[src/rtl/tbsync_pkg.sv]
// Package: shared state encoding and register field positions for the
// timebase sync controller. Positions are fixed because software decodes them.
package tbsync_pkg;

    localparam int STATE_LSB = 0;
    localparam int STATE_W   = 4;
    localparam int BIT_LOAD  = 8;   // modulo-load command
    localparam int BIT_MOVE  = 9;   // TOD-transfer command
    localparam int BIT_SYNC  = 10;  // sync-seen flag
    localparam int BIT_FERR  = 11;  // firmware-error flag, write 1 to clear
    localparam int BIT_ABORT = 12;  // write-only abort

    typedef enum logic [STATE_W-1:0] {
        ST_IDLE     = 4'd0,
        ST_SYNCWAIT = 4'd1,
        ST_GETTOD   = 4'd2,
        ST_RUNNING  = 4'd3,
        ST_ERROR    = 4'd4
    } tb_state_e;

endpackage

[src/rtl/tbsync_countdown.sv]
// Module: tbsync_countdown
// Down counter paced by read steps. A load sets it to LOAD_VAL; a decrement
// request lowers it by one and stops at zero. Assumes load and dec are not
// both needed in one cycle (load wins if they are).
module tbsync_countdown #(
    parameter int LOAD_VAL = 3,
    parameter int CNT_W    = 2
) (
    input  logic             clk,
    input  logic             rst_n,
    input  logic             load,
    input  logic             dec,
    output logic             zero
);

    logic [CNT_W-1:0] count_q;

    // Count register: reset to zero, load wins, decrement saturates at zero.
    always_ff @(posedge clk) begin
        if (!rst_n) begin
            count_q <= '0;
        end else if (load) begin
            count_q <= CNT_W'(LOAD_VAL);
        end else if (dec && (count_q != '0)) begin
            count_q <= count_q - 1'b1;
        end
    end

    // Zero flag used by the sequencer to decide between countdown and step.
    always_comb zero = (count_q == '0);

    assert_count_bounded_R4: assert property (@(posedge clk) disable iff (!rst_n)
        count_q <= CNT_W'(LOAD_VAL));

    assert_dec_lowers_R4: assert property (@(posedge clk) disable iff (!rst_n)
        (dec && !load && count_q != '0) |=> (count_q == $past(count_q) - 1'b1));

endmodule

[src/rtl/tbsync_fsm.sv]
// Module: tbsync_fsm
// Sequencer and register state. Decodes writes (commands, abort, flag clear,
// misuse detection) and read steps (timer countdown, state change), and
// presents the register value the current cycle will leave behind.
// Assumes timer zero flags come from registered counters.
module tbsync_fsm
    import tbsync_pkg::*;
#(
    parameter int REG_W = 64
) (
    input  logic             clk,
    input  logic             rst_n,
    input  logic             rd_en,
    input  logic             wr_en,
    input  logic [REG_W-1:0] wr_data,
    input  logic             tod_sent,
    input  logic             pt_zero,
    input  logic             st_zero,
    output logic             pt_load,
    output logic             pt_dec,
    output logic             st_load,
    output logic             st_dec,
    output logic             tod_ready,
    output logic [REG_W-1:0] reg_nxt
);

    tb_state_e state_q, state_d;
    logic      load_q, load_d;
    logic      move_q, move_d;
    logic      sync_q, sync_d;
    logic      ferr_q, ferr_d;
    logic      rdy_q,  rdy_d;
    logic      sent_q, sent_d;
    logic      rd_step;
    logic      w_load, w_move, w_clr, w_abort, w_clash;

    // Write field decode.
    always_comb begin
        w_load  = wr_data[BIT_LOAD];
        w_move  = wr_data[BIT_MOVE];
        w_clr   = wr_data[BIT_FERR];
        w_abort = wr_data[BIT_ABORT];
        w_clash = (load_q | w_load) & (move_q | w_move);
        rd_step = rd_en & ~wr_en;
    end

    // Next-state logic for writes and read steps.
    always_comb begin
        state_d = state_q;
        load_d  = load_q;
        move_d  = move_q;
        sync_d  = sync_q;
        ferr_d  = ferr_q;
        rdy_d   = rdy_q;
        sent_d  = sent_q | tod_sent;
        pt_load = 1'b0;
        st_load = 1'b0;
        if (wr_en) begin
            sync_d  = 1'b0;
            pt_load = 1'b1;
            if (w_abort) begin
                load_d  = 1'b0;
                move_d  = 1'b0;
                ferr_d  = 1'b0;
                rdy_d   = 1'b0;
                sent_d  = 1'b0;
                state_d = ST_IDLE;
            end else if (w_clash) begin
                state_d = ST_ERROR;
                ferr_d  = 1'b1;
                rdy_d   = 1'b0;
            end else begin
                load_d = load_q | w_load;
                move_d = move_q | w_move;
                if (w_clr) ferr_d = 1'b0;
                if (w_load) begin
                    st_load = 1'b1;
                end else if (w_move) begin
                    if (state_q == ST_IDLE) begin
                        state_d = ST_SYNCWAIT;
                        rdy_d   = 1'b1;
                        st_load = 1'b1;
                    end else begin
                        state_d = ST_ERROR;
                        ferr_d  = 1'b1;
                        rdy_d   = 1'b0;
                    end
                end
            end
        end else if (rd_step) begin
            if (pt_zero) sync_d = 1'b1;
            if (st_zero) begin
                if (load_q) begin
                    load_d = 1'b0;
                end else if (move_q) begin
                    if (state_q == ST_SYNCWAIT) begin
                        state_d = ST_GETTOD;
                        st_load = 1'b1;
                    end else if (state_q == ST_GETTOD) begin
                        if (sent_q) begin
                            state_d = ST_RUNNING;
                            move_d  = 1'b0;
                            rdy_d   = 1'b0;
                            sent_d  = 1'b0;
                        end
                    end else begin
                        state_d = ST_ERROR;
                        ferr_d  = 1'b1;
                        rdy_d   = 1'b0;
                    end
                end
            end
        end
        pt_dec = rd_step & ~pt_zero;
        st_dec = rd_step & ~st_zero;
    end

    // State and flag registers with synchronous reset.
    always_ff @(posedge clk) begin
        if (!rst_n) begin
            state_q <= ST_IDLE;
            load_q  <= 1'b0;
            move_q  <= 1'b0;
            sync_q  <= 1'b0;
            ferr_q  <= 1'b0;
            rdy_q   <= 1'b0;
            sent_q  <= 1'b0;
        end else begin
            state_q <= state_d;
            load_q  <= load_d;
            move_q  <= move_d;
            sync_q  <= sync_d;
            ferr_q  <= ferr_d;
            rdy_q   <= rdy_d;
            sent_q  <= sent_d;
        end
    end

    // Register image after this cycle, captured by the read port.
    always_comb begin
        reg_nxt = '0;
        reg_nxt[STATE_LSB +: STATE_W] = state_d;
        reg_nxt[BIT_LOAD] = load_d;
        reg_nxt[BIT_MOVE] = move_d;
        reg_nxt[BIT_SYNC] = sync_d;
        reg_nxt[BIT_FERR] = ferr_d;
        tod_ready = rdy_q;
    end

    assert_ready_states_R5: assert property (@(posedge clk) disable iff (!rst_n)
        rdy_q |-> (state_q == ST_SYNCWAIT || state_q == ST_GETTOD));

    assert_ferr_in_error_R8: assert property (@(posedge clk) disable iff (!rst_n)
        ferr_q |-> (state_q == ST_ERROR));

    assert_write_clears_sync_R3: assert property (@(posedge clk) disable iff (!rst_n)
        wr_en |=> !sync_q);

    assert_sync_needs_read_R3: assert property (@(posedge clk) disable iff (!rst_n)
        $rose(sync_q) |-> $past(rd_en && !wr_en));

    assert_clash_errors_R9: assert property (@(posedge clk) disable iff (!rst_n)
        (wr_en && !wr_data[BIT_ABORT] && (load_q || wr_data[BIT_LOAD])
               && (move_q || wr_data[BIT_MOVE]))
        |=> (state_q == ST_ERROR && ferr_q && !rdy_q));

    assert_abort_idle_R11: assert property (@(posedge clk) disable iff (!rst_n)
        (wr_en && wr_data[BIT_ABORT]) |=> (state_q == ST_IDLE && !rdy_q && !ferr_q));

endmodule

[src/rtl/tbsync_ctrl.sv]
// Module: tbsync_ctrl (top)
// Timebase-to-TOD sync controller: a polled control register whose sequencer
// steps once per read, paced by a state timer and a sync-pulse timer.
// Assumes REG_W >= 13 so every field fits.
module tbsync_ctrl #(
    parameter int REG_W      = 64,
    parameter int STATE_WAIT = 3,
    parameter int PULSE_WAIT = 1
) (
    input  logic             clk,
    input  logic             rst_n,
    input  logic             rd_en,
    input  logic             wr_en,
    input  logic [REG_W-1:0] wr_data,
    output logic [REG_W-1:0] rd_data,
    input  logic             tod_sent,
    output logic             tod_ready
);

    localparam int ST_CNT_W = (STATE_WAIT < 2) ? 1 : $clog2(STATE_WAIT + 1);
    localparam int PT_CNT_W = (PULSE_WAIT < 2) ? 1 : $clog2(PULSE_WAIT + 1);

    logic             pt_zero, st_zero;
    logic             pt_load, pt_dec, st_load, st_dec;
    logic [REG_W-1:0] reg_nxt;

    tbsync_fsm #(.REG_W(REG_W)) u_fsm (
        .clk       (clk),
        .rst_n     (rst_n),
        .rd_en     (rd_en),
        .wr_en     (wr_en),
        .wr_data   (wr_data),
        .tod_sent  (tod_sent),
        .pt_zero   (pt_zero),
        .st_zero   (st_zero),
        .pt_load   (pt_load),
        .pt_dec    (pt_dec),
        .st_load   (st_load),
        .st_dec    (st_dec),
        .tod_ready (tod_ready),
        .reg_nxt   (reg_nxt)
    );

    tbsync_countdown #(.LOAD_VAL(STATE_WAIT), .CNT_W(ST_CNT_W)) u_state_tmr (
        .clk   (clk),
        .rst_n (rst_n),
        .load  (st_load),
        .dec   (st_dec),
        .zero  (st_zero)
    );

    tbsync_countdown #(.LOAD_VAL(PULSE_WAIT), .CNT_W(PT_CNT_W)) u_pulse_tmr (
        .clk   (clk),
        .rst_n (rst_n),
        .load  (pt_load),
        .dec   (pt_dec),
        .zero  (pt_zero)
    );

    // Read port: capture the post-step register image on an accepted read.
    always_ff @(posedge clk) begin
        if (!rst_n) begin
            rd_data <= '0;
        end else if (rd_en && !wr_en) begin
            rd_data <= reg_nxt;
        end
    end

    assert_rd_hold_R13: assert property (@(posedge clk) disable iff (!rst_n)
        (!rd_en || wr_en) |=> $stable(rd_data));

endmodule

[config.mk]
export PLATFORM = sky130hd
export DESIGN_NAME = tbsync_ctrl
export DESIGN_NICKNAME = d
export VERILOG_FILES = /design/src/rtl/tbsync_pkg.sv /design/src/rtl/tbsync_countdown.sv /design/src/rtl/tbsync_fsm.sv /design/src/rtl/tbsync_ctrl.sv
export SDC_FILE = /design/constraint.sdc
export NUM_CORES = 1
export LEC_CHECK = 0
export CORE_ASPECT_RATIO = 1.4
export CORE_MARGIN = 2
export CORE_UTILIZATION = 30
export CTS_BUF_LIST = sky130_fd_sc_hd__clkbuf_4
export CTS_CLUSTER_SIZE = 8
export DETAILED_ROUTE_END_ITERATION = 10
export PLACE_DENSITY = 0.8
export SLEW_MARGIN = 20
export SYNTH_ARGS = -nofsm -noshare
export SYNTH_HDL_FRONTEND = slang
export SYNTH_SLANG_ARGS = --single-unit
[constraint.sdc]
create_clock -name clk -period 1.8 [get_ports clk]
set_clock_uncertainty 0.15 [all_clocks]
set_input_delay 0.36 -clock clk [delete_from_list [all_inputs] [get_ports clk]]
set_output_delay 0.36 -clock clk [all_outputs]
set_load 0.005 [all_outputs]
# --- Word level (Yosys, flattened, before mapping) ---
# Cells that the tools add are included.
word_totals:
  reg_bits: 21
  input_bits: 69
  out_inout_bits: 65
classes:
  n_addsub: 2
  n_eq_ne: 7
  n_mux: 81
  n_bitwise: 9
  n_reduce_logical: 13
op_table:
  columns: ["operator", "count"]
  rows:
  - ["$mux W1", 66]
  - ["$mux W4", 12]
  - ["$reduce_bool A2 Y1", 6]
  - ["$reduce_and A8 Y1", 1]
  - ["$and A1 B1 Y1", 4]
  - ["$eq A4 B1 Y1 const B", 1]
  - ["$eq A4 B2 Y1 const B", 1]
  - ["$logic_not A4 Y1", 1]
  - ["$mux W2", 2]
  - ["$ne A2 B2 Y1 const B", 2]
  - ["$ne A4 B1 Y1 const B", 1]
  - ["$ne A4 B2 Y1 const B", 1]
  - ["$logic_and A1 B1 Y1", 3]
  - ["$mux W3", 1]
  - ["$ne A3 B2 Y1 const B", 1]
  - ["$or A1 B1 Y1", 3]
  - ["$logic_not A2 Y1", 1]
  - ["$not A1 Y1", 2]
  - ["$sub A2 B1 Y2 const B", 1]
  - ["$logic_not A1 Y1", 1]
  - ["$sub A1 B1 Y1 const B", 1]

# --- Logic depth before layout (Yosys ltp) ---
# Gate-level depths: netlist of run 1.
logic_depth:
  ltp_word: 9
  depth_mapped: 6
  mapped_depth_nobuf: 6

# --- Cells and area by module ---
# A second synthesis of run 1 with hierarchy kept.
unflattened:
  cells_unflattened: 443
  hier_area_um2: 4022.6
by_module_without_submodules:
  columns: ["mod", "n_inst", "cells_per_inst", "area_per_inst_um2", "seq_area_each_um2"]
  rows:
  - ["tbsync_ctrl", 1, 278, 2720.1, 1281.2]
  - ["tbsync_fsm", 1, 148, 1146.1, 200.2]
  - ["tbsync_countdown (u_state_tmr)", 1, 13, 118.9, 40.0]
  - ["tbsync_countdown (u_pulse_tmr)", 1, 4, 37.5, 20.0]

# --- Worst setup path before layout of run 1 ---
# No wires, ideal clock.
synth_path:
  kind: "register -> register"
  from: "register u_state_tmr.count_q[0]"
  to: "register u_fsm.rdy_q (netlist: u_fsm.tod_ready)"
  setup_time_ps: 72
  t_arrival_ps: 1261
  required_ps: 1578
  path_slack_ps: 318
  path_stages_with_launch: 7
  period_less_slack_ps: 1482
  cell_sequence: "dfxtp_1 > inv_1 > ha_1 > and4b_4 > o32ai_2 > a31oi_1 > mux2i_1"
synth_via:
  elab_chain_len: 3
synth_lines:
  columns: ["item", "line", "source"]
  rows:
  - ["from (decl)", "tbsync_countdown.sv:16", "logic [CNT_W-1:0] count_q;"]
  - ["from (signal assigned)", "tbsync_countdown.sv:23", "count_q <= CNT_W'(LOAD_VAL);"]
  - ["from (signal assigned)", "tbsync_countdown.sv:25", "count_q <= count_q - 1'b1;"]
  - ["$logic_not A2 Y1", "tbsync_countdown.sv:30", "always_comb zero = (count_q == '0);"]
  - ["$reduce_bool A2 Y1 (no line)", null, null]
  - ["$reduce_and A8 Y1 (no line)", null, null]
  - ["to (signal assigned)", "tbsync_fsm.sv:134", "rdy_q <= rdy_d;"]
  - ["to (decl)", "tbsync_fsm.sv:32", "logic rdy_q, rdy_d;"]
# No other way between the ends.
# A chain may end at the register's enable or synchronous reset.

# --- Worst setup path after layout of run 1 ---
layout_path:
  from: "register rd_data[8]"
  to: "output port rd_data[8]"
layout_rtl:
  columns: ["item", "line", "source"]
  rows:
  - ["from (decl)", "tbsync_ctrl.sv:15", "output logic [REG_W-1:0] rd_data,"]
  - ["from (signal assigned)", "tbsync_ctrl.sv:65", "rd_data <= reg_nxt;"]
# No word-level cell between the ends.

==> flow_summary_export.csv, run 1 <==
group,metric,value,unit
power,vdd_drop_max,0.446,mV
grt,grt_util_all_layers,0.102,
synth,synthMostInstantiatedCell,"sky130_fd_sc_hd__buf_4",
grt,grt_start_max_net_pins,13,
synth,synth_compound_area_frac,0.184,
power,power.switching,276,uW
timing,setup_repair_after_global_routing_missed_its_margin,"no",
finish,storage_element_area,420,sq um
clock_tree,clock_tree.root_cell,"sky130_fd_sc_hd__clkbuf_4",
setup_path,r2r_end,"u_fsm.tod_ready",
clock_tree,tritoncts,"built",
synth,synth_fa_ha_area_frac,0.00871,
timing,report.final.setup_viol,0,
routing,route.antenna.remaining_nets,0,
setup_path,crit_buf_inv,1,
timing,fin_hold_ws,0.315,ns
timing,timing.final.crit_share,0.935,
clock_tree,cts.path.max_buffers,2,
power,clkPwrFrac,0.252,
setup_path,crit_family,"buffers and inverters",
clock_tree,cts.sink_count,21,
setup_path,worst_ep_required_time,1.29,ns
floorplan,floorplan.core_area,4570,sq um
synth,synth_top_cell_area_share,0.293,
power,internal-power,658,uW
clock_tree,cts-hold-fix-buffers,0,
setup_path,path_cells,"clkdlybuf4s50_1",
finish,drive_gt1_frac,0.122,
setup_path,worst_r2r_startpoint,"u_state_tmr.count_q[0]",
placed_design,replace_congestion,0.871,
setup_path,timing.critical_path.fanout_max,2,
synth,part_of_the_yosys_area_used_for_sequential_elements,0.293,
setup_path,start_kind,"flop",
routing,dr.pass1.iters,4,
synth,yosys-mux-area-fraction,0.00697,
routing,detail_route.drc_violations,0,
power,netSwitchingFraction,0.295,
floorplan,chipWidth,62.5,microns
finish,fill_cells,493,
floorplan,dieHeight,85.9,microns
setup_path,r2r_cells,6,
timing,max_clock_freq,0.594,GHz
status,run_status,"finished clean",
synth,synth_edf_count,0,
synth,synth_area,1440,sq um
setup_path,worstSetupPathType,"reg2out",
hold_path,worst_hold_path.num_cells,2,
power,power_density,592,nW/um^2
grt,antenna_found_initial,0,
finish,antenna_cells_inserted,0,
placed_design,port_buffers,17,
grt,grt-ovfl-total,0,
power,power.static_leakage,0.000685,uW
setup_path,crit_path_top_delay_cell,"sky130_fd_sc_hd__clkdlybuf4s50_1",
power,seqPwrFrac,0.535,
finish,multiInputGateArea,756,sq um
timing,hold_viol_final,0,
routing,routed_wirelength_normalized_by_instance_count,10.6,microns
clock_tree,cts_inserted_buffers,3,
synth,synth.largest_area_cell,"sky130_fd_sc_hd__buf_4",
floorplan,pin_count,134,
routing,num_vias,1124,
synth,ys_warn_count,0,
power,share_comb_of_total_power,0.213,
grt,global_route_wire_length_before_repair,4450,microns
synth,post_synthesis_instance_total,175,
hold_path,hold_path_startpoint,"u_fsm.tod_ready",
clock_tree,post_cts_resize_count,0,
placed_design,detailed_place_hpwl,2280,microns
routing,routed_via_density,4.21,
synth,post_synth.cell_area_avg,8.21,sq um
clock_tree,clkSlewWorstSetupHoldPaths,0.12,ns
grt,grt_pass1_vias,1022,
finish,syn2layout_area_growth,9.93,%
synth,distinct_cell_type_count_after_synthesis,39,
setup_path,critPathCaptureType,"output port",
hold_path,worstHoldEndpoint,"u_fsm.tod_ready",
power,totalPowerFinal,934,uW
hold_path,timing.hold.worst.class,"reg2reg",
routing,drt_first_iter_violations,30,
floorplan,die_footprint,5370,sq um
run,maxCapViolCount,0,
setup_path,timing.critical_path.slowest_cell_delay,0.51,ns
timing,layout_min_cycle_time,1.68,ns
synth,dominant_combinational_cell_family_by_area_after_synthesis,"buffers and inverters",
routing,drt_wl_total,2830,microns
timing,final_sum_of_negative_setup_slack,0,ns
clock_tree,cts_max_level,1,
setup_path,regToRegSetupSlack,0.12,ns
synth,post_synthesis_register_bit_count,21,
synth,synth_xor_area_frac,0.00610,
timing,report.final.slew_viol_count,0,
synth,simple_logic_cell_fraction_of_the_synthesized_area,0.174,
synth,synth-main-ff-cell,"sky130_fd_sc_hd__dfxtp_1",
synth,synthTopCellsByCount,"56 x sky130_fd_sc_hd__buf_4, 21 x sky130_fd_sc_hd__dfxtp_1, 13 x sky130_fd_sc_hd__nand2_1",
clock_tree,cts_post_setup_buffers_inserted,0,
synth,synth_async_sr_flop_share,0,
floorplan,start_util,0.314,
finish,finalNetCount,276,
setup_path,critical_path_arrival,1.17,ns
clock_tree,clk-insertion-delay-late,0.31,ns
synth,synthTopCellsByArea,"sky130_fd_sc_hd__buf_4 29%, sky130_fd_sc_hd__dfxtp_1 29%, sky130_fd_sc_hd__a21oi_1 3.5%",
floorplan,placementRows,29,
-- metrics by stage --
stage	utilization	worst slack, ns	std cells	cell area [sq um]
after detailed placement	0.339	-0.199	263	1550
after global routing	0.345	0.0169	267	1580
after CTS	0.345	0.100	267	1580
after floorplan	-	0.318	230	1640
after global placement	0.339	-0.171	263	1550
final	0.345	0.117	267	1580
-- logic make-up after synthesis --
family | after synthesis
AND/OR/NAND/NOR | 44
other | 1
adder cells (fa/ha/maj) | 1
buffers and inverters | 66
multiplexers | 1
AO/OA/AOI/OAI | 40
XOR/XNOR | 1
flip-flops | 21
-- layer usage --
| layer | track usage | share of wire | up-vias |
|---|---|---|---|
| li1 | - | - | 552 |
| met1 | 0.117 | 0.42 | 502 |
| met2 | 0.185 | 0.49 | 64 |
| met3 | 0.00919 | 0.063 | 6 |
| met4 | 0.0606 | 0.022 | 0 |
| met5 | 0 | 0 | - |
-- registers in the layout, summed over array words and instances, names as in the netlist --
register             flops
u_fsm.load_q             1
u_fsm.sent_q             1
u_fsm.sync_q             1
u_fsm.ferr_q             1
u_fsm.move_q             1
u_state_tmr.count_q      2
u_fsm.tod_ready          1
u_fsm.state_q            4
rd_data                  8
u_pulse_tmr.count_q      1
-- cell usage in the layout, fill, tap and decap left out, types with 3 or more instances in the layout --
cell type | synthesis | final
sky130_fd_sc_hd__dfxtp_1 | 21 | 21
sky130_fd_sc_hd__clkdlybuf4s50_1 | 0 | 17
sky130_fd_sc_hd__a21oi_1 | 10 | 10
sky130_fd_sc_hd__o21ai_1 | 5 | 5
sky130_fd_sc_hd__nand2_1 | 13 | 13
sky130_fd_sc_hd__a31oi_1 | 5 | 5
sky130_fd_sc_hd__buf_4 | 56 | 14
sky130_fd_sc_hd__nor2_1 | 10 | 10
sky130_fd_sc_hd__o21ai_0 | 7 | 7
sky130_fd_sc_hd__nand2b_1 | 4 | 4
sky130_fd_sc_hd__clkbuf_4 | 0 | 3
sky130_fd_sc_hd__inv_1 | 6 | 6
sky130_fd_sc_hd__conb_1 | 1 | 56
sky130_fd_sc_hd__nand3_1 | 3 | 3
-- power groups by stage --
stage	clock, uW	combinational (uW)	sequential, uW
after floorplan	0	203	509
after CTS	242	198	500
final	235	199	500
after global placement	0	190	510
after detailed placement	0	196	510
after global routing	263	222	502
-- final cells by class --
| cell class | instances | share of cell area |
|---|---|---|
| clock buffers | 3 | 0.0143 |
| clock inverters | 1 | 0.00317 |
| inverters | 6 | 0.0143 |
| multi-input cells | 143 | 0.479 |
| flip-flops and latches | 21 | 0.266 |
| well taps | 62 | 0.0491 |
| repair buffers | 31 | 0.174 |
-- worst max path at each step --
stage / slack [ns] / depth (start not counted) / from / endpoint
after detailed placement: -0.20 / 5 / rd_en / u_fsm.tod_ready
final: 0.12 / 1 / rd_data[8] / rd_data[8]
after CTS: 0.10 / 1 / rd_data[8] / rd_data[8]
after floorplan: 0.32 / 6 / u_state_tmr.count_q[0] / u_fsm.tod_ready
after global placement: -0.17 / 5 / wr_data[12] / rd_data[8]
after global routing: 0.02 / 6 / u_state_tmr.count_q[0] / u_fsm.tod_ready
-- worst min-delay path, stage by stage (launching register included) --
cell,delay (ns)
sky130_fd_sc_hd__dfxtp_1,0.33
sky130_fd_sc_hd__nand2_1,0.05
sky130_fd_sc_hd__mux2i_1,0.05
Power figures use the tool's default switching activity.
==> inputs of run 2 (changes only) <==
- TNS_END_PERCENT: default -> 50
==> results of run 2 <==
Same layout as run 1: the final DEF is identical, and so are final timing and power.
